<file path="config.mk">
export PLATFORM = sky130hd
export DESIGN_NAME = frame_relay_port
export DESIGN_NICKNAME = d
export VERILOG_FILES = /design/src/rtl/frame_relay_pkg.sv /design/src/rtl/frame_relay_ctrl.sv /design/src/rtl/frame_relay_datapath.sv /design/src/rtl/frame_relay_port.sv
export SDC_FILE = /design/constraint.sdc
export NUM_CORES = 1
export LEC_CHECK = 0
export BUFFER_PORTS_ARGS = -buffer_cell sky130_fd_sc_hd__buf_2
export CAP_MARGIN = 20
export CORE_MARGIN = 2
export CORE_UTILIZATION = 50
export CTS_BUF_LIST = sky130_fd_sc_hd__clkbuf_4 sky130_fd_sc_hd__clkbuf_8
export DETAILED_ROUTE_END_ITERATION = 8
export PLACE_DENSITY = 0.74
export RECOVER_POWER = 100
export SKIP_CTS_REPAIR_TIMING = 1
export SYNTH_ARGS = -nofsm -noshare
export SYNTH_HDL_FRONTEND = slang
export SYNTH_SLANG_ARGS = --single-unit
</file>
<file path="constraint.sdc">
create_clock -name clk -period 2.82 [get_ports clk]
set_input_delay 0.564 -clock clk [delete_from_list [all_inputs] [get_ports clk]]
set_output_delay 0.564 -clock clk [all_outputs]
set_load 0.01 [all_outputs]
</file>
<file path="src/rtl/frame_relay_pkg.sv">
package frame_relay_pkg;

  // Strobes from control to datapath, valid in the frame sync cycle
  typedef struct packed {
    logic frameStart;  // own frame sync seen this cycle
    logic frameSec;    // frame is a secondary frame
    logic delayLong;   // relay delay uses the long spacing
    logic slaveFrame;  // frame was started by an external sync
    logic lateTurnOn;  // hold off driver enable by half a bit time
  } relayStrobe_t;

endpackage

</file>
<file path="src/rtl/frame_relay_ctrl.sv">
module frame_relay_ctrl
  import frame_relay_pkg::*;
#(
  parameter int SHORT_GAP = 16,
  parameter int LONG_GAP  = 32,
  parameter int MAX_DEV   = 8
) (
  input  logic                       clk,
  input  logic                       rstN,
  input  logic                       isMaster,
  input  logic                       longSpacing,
  input  logic [$clog2(MAX_DEV)-1:0] chainLen,
  input  logic                       secReq,
  input  logic                       fsIn,
  output logic                       fsOut,
  output relayStrobe_t               strobe
);

  localparam int CNT_W  = $clog2(LONG_GAP);
  localparam int SLOT_W = $clog2(MAX_DEV);
  localparam logic [CNT_W-1:0] SHORT_LAST = CNT_W'(SHORT_GAP - 1);
  localparam logic [CNT_W-1:0] LONG_LAST  = CNT_W'(LONG_GAP - 1);

  logic              primed;
  logic [CNT_W-1:0]  bitCnt;
  logic [SLOT_W-1:0] slotCnt;
  logic              roundSec;
  logic              lastBit;
  logic              lastSlot;
  logic [CNT_W-1:0]  gapLast;

  always_comb begin
    gapLast  = longSpacing ? LONG_LAST : SHORT_LAST;
    lastBit  = (bitCnt >= gapLast);
    lastSlot = (slotCnt >= chainLen);
  end

  // Master round timing: bit counter inside a slot, slot counter inside a round
  always_ff @(posedge clk or negedge rstN) begin
    if (!rstN) begin
      primed   <= 1'b0;
      bitCnt   <= '0;
      slotCnt  <= '0;
      roundSec <= 1'b0;
    end else if (!isMaster) begin
      primed   <= 1'b0;
      bitCnt   <= '0;
      slotCnt  <= '0;
      roundSec <= 1'b0;
    end else if (!primed) begin
      primed <= 1'b1;
    end else if (lastBit) begin
      bitCnt <= '0;
      if (lastSlot) begin
        slotCnt  <= '0;
        roundSec <= !roundSec && secReq;
      end else begin
        slotCnt <= slotCnt + 1'b1;
      end
    end else begin
      bitCnt <= bitCnt + 1'b1;
    end
  end

  always_comb begin
    fsOut             = isMaster && primed && (bitCnt == '0) && (slotCnt == '0);
    strobe.frameStart = isMaster ? fsOut : fsIn;
    strobe.frameSec   = isMaster ? roundSec : secReq;
    strobe.delayLong  = isMaster && longSpacing;
    strobe.slaveFrame = !isMaster;
    strobe.lateTurnOn = !isMaster && !longSpacing;
  end


  fs_width_chk: assert property (@(posedge clk) disable iff (!rstN)
    fsOut |=> !fsOut);


  sec_alt_chk: assert property (@(posedge clk) disable iff (!rstN)
    (isMaster && primed && lastBit && lastSlot && roundSec) |=> !roundSec);

endmodule

</file>
<file path="src/rtl/frame_relay_datapath.sv">
module frame_relay_datapath
  import frame_relay_pkg::*;
#(
  parameter int WORD_W    = 16,
  parameter int SHORT_GAP = 16,
  parameter int LONG_GAP  = 32,
  parameter int SLAVE_GAP = 16
) (
  input  logic              clk,
  input  logic              rstN,
  input  relayStrobe_t      strobe,
  input  logic              secValid,
  input  logic [WORD_W-1:0] txPri,
  input  logic [WORD_W-1:0] txSec,
  output logic              fsdOut,
  output logic              sdo,
  output logic              sdoEn,
  output logic              secFrame
);

  localparam int WND_W = $clog2(WORD_W + 1);
  localparam int DLY_W = $clog2(LONG_GAP + 1);

  logic [WORD_W-1:0] shiftReg;
  logic [WORD_W-1:0] loadWord;
  logic [WND_W-1:0]  wndCnt;
  logic [DLY_W-1:0]  dlyCnt;
  logic [DLY_W-1:0]  dlyLoad;
  logic              enRaw;
  logic              enFall;
  logic              lateLatch;
  logic              slaveLatch;

  always_comb begin
    if (!strobe.frameSec)  loadWord = txPri;
    else if (secValid)     loadWord = txSec;
    else                   loadWord = '0;   // no-op access
    if (strobe.slaveFrame) loadWord[0] = 1'b0;
    if (strobe.slaveFrame)     dlyLoad = DLY_W'(SLAVE_GAP);
    else if (strobe.delayLong) dlyLoad = DLY_W'(LONG_GAP);
    else                       dlyLoad = DLY_W'(SHORT_GAP);
  end

  always_ff @(posedge clk or negedge rstN) begin
    if (!rstN) begin
      shiftReg   <= '0;
      wndCnt     <= '0;
      dlyCnt     <= '0;
      secFrame   <= 1'b0;
      lateLatch  <= 1'b0;
      slaveLatch <= 1'b0;
    end else begin
      if (strobe.frameStart) begin
        shiftReg   <= loadWord;
        wndCnt     <= WND_W'(WORD_W);
        secFrame   <= strobe.frameSec;
        lateLatch  <= strobe.lateTurnOn;
        slaveLatch <= strobe.slaveFrame;
      end else if (wndCnt != '0) begin
        shiftReg <= {shiftReg[WORD_W-2:0], 1'b0};
        wndCnt   <= wndCnt - 1'b1;
      end
      if (strobe.frameStart)  dlyCnt <= dlyLoad;
      else if (dlyCnt != '0)  dlyCnt <= dlyCnt - 1'b1;
    end
  end

  // Half-bit copy of the window flag used to delay driver turn-on
  always_ff @(negedge clk or negedge rstN) begin
    if (!rstN) enFall <= 1'b0;
    else       enFall <= enRaw;
  end

  always_comb begin
    enRaw  = (wndCnt != '0);
    sdoEn  = enRaw && (!lateLatch || enFall);
    sdo    = enRaw && shiftReg[WORD_W-1];
    fsdOut = (dlyCnt == DLY_W'(1));
  end


  fsd_width_chk: assert property (@(posedge clk) disable iff (!rstN)
    fsdOut |=> !fsdOut);


  win_open_chk: assert property (@(posedge clk) disable iff (!rstN)
    $rose(enRaw) |-> $past(strobe.frameStart));


  slave_lsb_chk: assert property (@(posedge clk) disable iff (!rstN)
    (slaveLatch && wndCnt == WND_W'(1)) |-> !sdo);

endmodule

</file>
<file path="src/rtl/frame_relay_port.sv">
module frame_relay_port
  import frame_relay_pkg::*;
#(
  parameter int WORD_W    = 16,
  parameter int SHORT_GAP = 16,
  parameter int LONG_GAP  = 32,
  parameter int SLAVE_GAP = 16,
  parameter int MAX_DEV   = 8
) (
  input  logic                       clk,
  input  logic                       rstN,
  input  logic                       isMaster,
  input  logic                       longSpacing,
  input  logic [$clog2(MAX_DEV)-1:0] chainLen,
  input  logic                       secReq,
  input  logic                       secValid,
  input  logic [WORD_W-1:0]          txPri,
  input  logic [WORD_W-1:0]          txSec,
  input  logic                       fsIn,
  output logic                       fsOut,
  output logic                       fsdOut,
  output logic                       sdo,
  output logic                       sdoEn,
  output logic                       secFrame
);

  relayStrobe_t strobe;

  frame_relay_ctrl #(
    .SHORT_GAP(SHORT_GAP), .LONG_GAP(LONG_GAP), .MAX_DEV(MAX_DEV)
  ) i_ctrl (
    .clk(clk), .rstN(rstN), .isMaster(isMaster), .longSpacing(longSpacing),
    .chainLen(chainLen), .secReq(secReq), .fsIn(fsIn),
    .fsOut(fsOut), .strobe(strobe)
  );

  frame_relay_datapath #(
    .WORD_W(WORD_W), .SHORT_GAP(SHORT_GAP), .LONG_GAP(LONG_GAP),
    .SLAVE_GAP(SLAVE_GAP)
  ) i_datapath (
    .clk(clk), .rstN(rstN), .strobe(strobe), .secValid(secValid),
    .txPri(txPri), .txSec(txSec), .fsdOut(fsdOut), .sdo(sdo),
    .sdoEn(sdoEn), .secFrame(secFrame)
  );

endmodule

</file>
# Word-level counts from Yosys, hierarchy flattened
# Index checks and enable logic that the tools add are counted.
# classes
reduce_logical	21
order_cmp	2
add_sub_neg	4
n_eq_ne	4
mux	26
# op_table
operator	count
2-to-1 mux 16 bit	4
2-to-1 mux 5 bit	6
2-to-1 mux 6 bit	4
2-to-1 mux 3 bit	4
logical AND 1 bit	8
2-to-1 mux 1 bit	8
== test 6 x 1 -> 1 bit (second input constant)	1
!= test 2 x 1 -> 1 bit (second input constant)	3
nonzero test 6 bit	1
subtractor 6 x 1 -> 6 bit (second input constant)	1
adder 5 x 1 -> 5 bit (second input constant)	1
>= comparator 5 bit	1
zero test 5 bit	1
nonzero test 5 bit	1
subtractor 5 x 1 -> 5 bit (second input constant)	1
zero test 1 bit	4
nonzero test 2 bit	2
adder 3 x 1 -> 3 bit (second input constant)	1
>= comparator 3 bit	1
zero test 3 bit	1
AND reduction 3 bit	1
AND reduction 2 bit	1
logical OR 1 bit	1
# totals
word_cells	67
in_bits	42
ff_bits	40
output_inout_bits	5

# Depth between registers and ports, before layout
# Gate-level depths: netlist (run 1).
# logic_depth
depth_word	6
ltp_mapped	8

# By module
# From an unflattened synthesis (run 1), not the netlist that was laid out.
# hier_totals
cells_unflattened	236
hier_area_um2	2326.0
# by_module_without_submodules
module	instances	seq_area_each_um2	cells_per_inst	area_each_um2
frame_relay_datapath	1	750.7	165	1650.3
frame_relay_ctrl	1	250.2	71	675.6

==> impl_metrics.tcl, run 1 <==
set metrics [dict create \
    setup_ws_ns -0.109 \
    placed_cells 339 \
    fin_skew_ns 0.00767 \
    synth_top_family_by_area "simple AND/OR/NAND/NOR gates" \
    finalHoldViolations 0 \
    startpoint_type "flop" \
    final_cell_mix "45 x nand2_1, 40 x buf_2, 39 x dfrtp_1" \
    core_area_um2 4380 \
    fp-row-count 24 \
    dp_slack_ns 0.171 \
    stdcell_count 347 \
    yosys.area_share.simple_pct 22.9 \
    slew_violations 40 \
    leakage_nw 1.30 \
    crit_type "flop to output pin" \
    worstSkewPairLatency_ns 0.29 \
    synth_fa_ha_area_share_pct 5.97 \
    via_count 1961 \
    area_growth_pct 15.4 \
    die_x_um 71.9 \
    routed_wl_mm 4.90 \
    dr.pass1.iters 4 \
    status "finished, violations left" \
    place_congestion 0.744 \
    power.density_nw_per_um2 809 \
    avgSynthCellArea_um2 9.29 \
    root_buffer "clkbuf_8" \
    cts.path.max_buffers 2 \
    dieArea_um2 5170 \
    viasPerCell 5.65 \
    synth_ff_type "dfrtp_1" \
    grt_remaining_overflow 0 \
    num_antenna_cells 0 \
    io_buffer_count 46 \
    power_mw 2.15 \
    setup_viol 1 \
    yosys_register_bits 40 \
    violations "max-capacitance violations, max-slew violations, negative setup slack" \
    finalSetupTns_ns -0.109 \
    cts_buffers 5 \
    rsz0062_at_grt "yes" \
    syn_area_um2 2300 \
    cts_sinks 40 \
    vdd_drop_max_uv 411 \
    crit_arrival_ns 2.37 \
    first_global_vias 1898 \
    worst-endpoint-required_ns 2.26 \
    die_h_um 71.9 \
    wl_per_cell_um 14.1 \
    synth_nets 301 \
    muxShareOfSynthArea_pct 3.85 \
    drtIter0Drc 111 \
    synth_seq_area_share_pct 43.4 \
    path_clk_slew_ns 0.08 \
    worstMarginPinSlew_ns 2.09 \
    drv_cap 1 \
    slew_headroom_pct -39.1 \
    synth_edf_count 0 \
    synthXorXnorAreaFrac_pct 1.52 \
    worst_setup_path_end_kind "output pin" \
    num_io_pins 47 \
    final_common_cell "nand2_1" \
    antenna_left 0 \
    crit_path_max_fanout 1 \
    yosys_warnings 0 \
    grt_pass1_wl_mm 8.65 \
    tritoncts "yes" \
    hpwl_mm 3.50 \
    drc_errors 0 \
    htree_levels 2 \
    start_util_pct 52.6 \
    synth_cell_types 45 \
    hold_path_class "flop to flop" \
    netlist_instances 248 \
    antenna_found_initial 0 \
    drive_gt1_share_pct 20.7 \
    async_flop_share_pct 100 \
    nNetsFinal 347 \
    synth-compound-area-share_pct 16.6 \
    grt_max_degree 40 \
    grt_use_total_pct 21.4 \
]
==> final timing paths <==
| check | from | to | slack (ns) | depth (start not counted) |
|---|---|---|---|---|
| setup / recovery | i_datapath.enFall$_DFF_NN0_ | sdoEn | -0.11 | 3 |
| hold / removal | i_datapath.wndCnt[4]$_DFFE_PN0P_ | i_datapath.wndCnt[4]$_DFFE_PN0P_ | 0.52 | 2 |
| setup reg to reg | i_ctrl.bitCnt[0]$_DFFE_PN0P_ | i_datapath.shiftReg[13]$_DFFE_PN0P_ | 0.14 | 7 |
| hold reg to reg | i_datapath.wndCnt[4]$_DFFE_PN0P_ | i_datapath.wndCnt[4]$_DFFE_PN0P_ | 0.52 | 2 |
| max in group asynchronous | rstN | i_datapath.wndCnt[1]$_DFFE_PN0P_ | 0.52 | 2 |
| min in group asynchronous | rstN | i_ctrl.slotCnt[1]$_DFFE_PN0P_ | 1.11 | 2 |
==> cells by family (layout without fill, tap and decap cells) <==
kind of cell / Yosys count / after routing
AND/OR/NAND/NOR: 105 / 105
multiplexers: 8 / 8
AO/OA/AOI/OAI: 52 / 52
flip-flops: 40 / 40
buffers and inverters: 28 / 75
adder cells (fa/ha/maj): 11 / 11
XOR/XNOR: 4 / 4
==> metal layers <==
layer | global-route usage (%) | part of all wire [%]
met2 | 36.6 | 51
met5 | 0 | 0
met1 | 27.4 | 44
met4 | 6.92 | 1.2
met3 | 4.17 | 3.5
==> power breakdown <==
part	total [mW]	internal, mW	switching, mW
combinational	0.697	0.310	0.387
clock	0.564	0.363	0.200
sequential	0.889	0.758	0.131
==> critical path, stage by stage, from the launching register on <==
cell and delay (ns):
dfrtn_1 0.40, inv_2 0.04, a21oi_2 0.09, buf_2 0.13
==> synth_stat cells, types with 2 or more instances <==
| library cell | instances | area share, % |
|---|---|---|
| buf_6 | 3 | 1.5 |
| xor2_1 | 3 | 1.1 |
| nor2_1 | 18 | 2.9 |
| nand4_1 | 4 | 1.1 |
| clkbuf_1 | 5 | 0.81 |
| a211oi_1 | 15 | 4.9 |
| o21ai_0 | 3 | 0.65 |
| nand2b_1 | 3 | 0.81 |
| a32o_1 | 2 | 0.87 |
| mux2i_1 | 4 | 1.7 |
| or3_1 | 3 | 0.81 |
| ha_1 | 11 | 6.0 |
| nand3_1 | 4 | 0.87 |
| nor2b_1 | 2 | 0.54 |
| inv_1 | 14 | 2.3 |
| dfrtp_1 | 39 | 42 |
| a31oi_1 | 15 | 4.1 |
| buf_2 | 5 | 1.1 |
| nand2_1 | 45 | 7.3 |
| a21oi_1 | 6 | 1.3 |
| and3_1 | 16 | 4.3 |
| nor3_1 | 2 | 0.43 |
| mux2_2 | 3 | 1.5 |
| a211oi_2 | 2 | 1.1 |
==> area by class of cell <==
class	count	area [um^2]
inverter	15	56.3
sequential	40	1000
timing repair buffer	52	258
fill	382	1730
multi-input combinational	180	1140
tap	52	65.1
clock inverter	2	60.1
clock buffer	6	76.3
==> flip-flops by register name, indices dropped and copies added, names as in the netlist <==
signal                cells
i_ctrl.bitCnt             5
i_datapath.wndCnt         5
i_ctrl.roundSec           1
i_datapath.dlyCnt         6
i_datapath.secFrame       1
i_datapath.enFall         1
i_datapath.shiftReg      16
i_datapath.lateLatch      1
i_ctrl.slotCnt            3
i_ctrl.primed             1
==> per-stage QoR <==
stage               hold WS [ns]  cell area, um^2  utilization (%)
finish                     0.518             2660             60.6
global route               0.554             2660             60.6
CTS                        0.416             2710             61.9
detailed placement         0.499             2580             58.8
global placement           0.486             2580             58.8
floorplan                  0.268             2310                -
No activity file was read; power rests on OpenSTA's default activity.
==> run 2: changes to the inputs <==
--- a/config.mk
+++ b/config.mk
@@ -7,12 +7,14 @@
 export LEC_CHECK = 0
 export BUFFER_PORTS_ARGS = -buffer_cell sky130_fd_sc_hd__buf_2
 export CAP_MARGIN = 20
+export CORE_ASPECT_RATIO = 0.7
 export CORE_MARGIN = 2
 export CORE_UTILIZATION = 50
 export CTS_BUF_LIST = sky130_fd_sc_hd__clkbuf_4 sky130_fd_sc_hd__clkbuf_8
 export DETAILED_ROUTE_END_ITERATION = 8
 export PLACE_DENSITY = 0.74
 export RECOVER_POWER = 100
+export SETUP_SLACK_MARGIN = 0.15
 export SKIP_CTS_REPAIR_TIMING = 1
 export SYNTH_ARGS = -nofsm -noshare
 export SYNTH_HDL_FRONTEND = slang
==> run 2 against run 1 <==
- the run still ends with max-capacitance violations, max-slew violations, negative setup slack left
- sequential power up 0.9%
- die area grew 0.18%
- final cell count grew 0.58%
- utilization is 0.56 points lower
- total power is 7.9% lower
- count of clock-buffer cells in the layout unchanged
- register-to-register slack improved by 0.08 ns
- clock skew grew 0.0011 ns
- clock power shrank 34%
==> impl_metrics.tcl, run 2 (synthesized netlist as in run 1, its figures left out) <==
set metrics [dict create \
    status "finished, violations left" \
    violations "max-capacitance violations, max-slew violations, negative setup slack" \
    dr.pass1.iters 4 \
    multi_input_area_um2 1160 \
    vdd_drop_max_uv 475 \
    io_buffer_count 46 \
    viasPerCell 5.55 \
    place_congestion 0.808 \
    finalHoldViolations 0 \
    final_common_cell "nand2_1" \
    final_cell_mix "45 x nand2_1, 40 x buf_2, 39 x dfrtp_1" \
    cts_buffers 5 \
    slew_headroom_pct -35.0 \
    num_io_pins 47 \
    first_global_vias 1689 \
    grt_max_degree 40 \
    grt_use_total_pct 20.3 \
    crit_type "flop to output pin" \
    tritoncts "yes" \
    crit_slowest_cell "dfrtn_1" \
    drive_gt1_share_pct 20.4 \
    num_antenna_cells 0 \
    via_count 1938 \
    critPathTopFamily "flip-flops" \
    fp-row-count 20 \
    startpoint_type "flop" \
    wl_met1_mm 2.66 \
    reg_top3 "i_datapath.shiftReg (16), i_datapath.dlyCnt (6)" \
    wl_per_cell_um 14.1 \
    power_mw 1.98 \
    worst_setup_path_end_kind "output pin" \
    antenna_left 0 \
    grt_remaining_overflow 0 \
    htree_levels 2 \
    hold_path_class "flop to flop" \
    fillerInstances 384 \
    setup_ws_ns -0.103 \
    crit_path_max_fanout 1 \
    core_area_um2 4380 \
    finalSetupTns_ns -0.103 \
    crit_arrival_ns 2.36 \
    seq_area_um2 1000 \
    leakage_nw 1.28 \
    die_x_um 85.1 \
    slew_violations 40 \
    nNetsFinal 347 \
    top_register "i_datapath.shiftReg" \
    root_buffer "clkbuf_8" \
    cts_sinks 40 \
    place_area_um2 2590 \
    stdcell_count 349 \
    highest_layer "met4" \
    setup_viol 1 \
    largest_register_ffs 16 \
    dieArea_um2 5180 \
    wl_met2_mm 2.02 \
    worstMarginPinSlew_ns 2.02 \
    cts.path.max_buffers 2 \
    max_stage_delay_ns 0.38 \
    drtIter0Drc 102 \
    grt_pass1_wl_mm 8.13 \
    drc_errors 0 \
    crit_buf_inv 2 \
    area_growth_pct 14.2 \
    drv_cap 1 \
    fin_skew_ns 0.00874 \
    rsz0062_at_grt "yes" \
    die_h_um 60.8 \
    path_clk_slew_ns 0.07 \
    worst-endpoint-required_ns 2.26 \
    hpwl_mm 3.56 \
    start_util_pct 52.6 \
    worstSkewPairLatency_ns 0.29 \
    placed_cells 342 \
    antenna_found_initial 0 \
    hold_ws_ns 0.511 \
    routed_wl_mm 4.92 \
    crit_chain "inv_1, a21oi_2, buf_2" \
    power.density_nw_per_um2 752 \
    wl_met3_um 183 \
    finalInstanceArea_um2 2630 \
]
-- run 2: metal layers --
metal,vias to the layer above,track usage (%)
met2,35,27.9
li1,973,-
met5,-,0
met4,0,7.26
met3,5,4.63
met1,925,31.0
-- run 2: final timing paths --
path	from	end	slack, ns	cells past startpoint
setup reg to reg	i_ctrl.bitCnt[0]$_DFFE_PN0P_	i_datapath.shiftReg[11]$_DFFE_PN0P_	0.22	7
setup / recovery	i_datapath.enFall$_DFF_NN0_	sdoEn	-0.10	3
min in group asynchronous	rstN	i_ctrl.slotCnt[1]$_DFFE_PN0P_	1.08	2
hold / removal	i_datapath.secFrame$_DFFE_PN0P_	i_datapath.secFrame$_DFFE_PN0P_	0.51	1
hold reg to reg	i_datapath.secFrame$_DFFE_PN0P_	i_datapath.secFrame$_DFFE_PN0P_	0.51	1
max in group asynchronous	rstN	i_datapath.shiftReg[7]$_DFFE_PN0P_	0.57	2
-- run 2: power breakdown --
| part | internal, mW | switching, mW |
|---|---|---|
| logic | 0.320 | 0.392 |
| registers | 0.759 | 0.139 |
| clock network | 0.178 | 0.193 |
| total | 1.26 | 0.723 |
-- run 2: metrics by stage --
step / setup WS, ns / util [%]
after floorplan: 0.0850 / -
after global placement: 0.196 / 59.3
after detailed placement: 0.179 / 59.3
after CTS: -0.147 / 61.1
after global routing: -0.164 / 60.1
final: -0.103 / 60.1
-- run 2: final cells by class --
class	count	area share, %
clock inverters	1	0.190
clock buffers	6	2.90
well taps	55	2.62
repair buffers	52	10.1
multi-input cells	180	44.0
flip-flops and latches	40	38.0
inverters	15	2.14
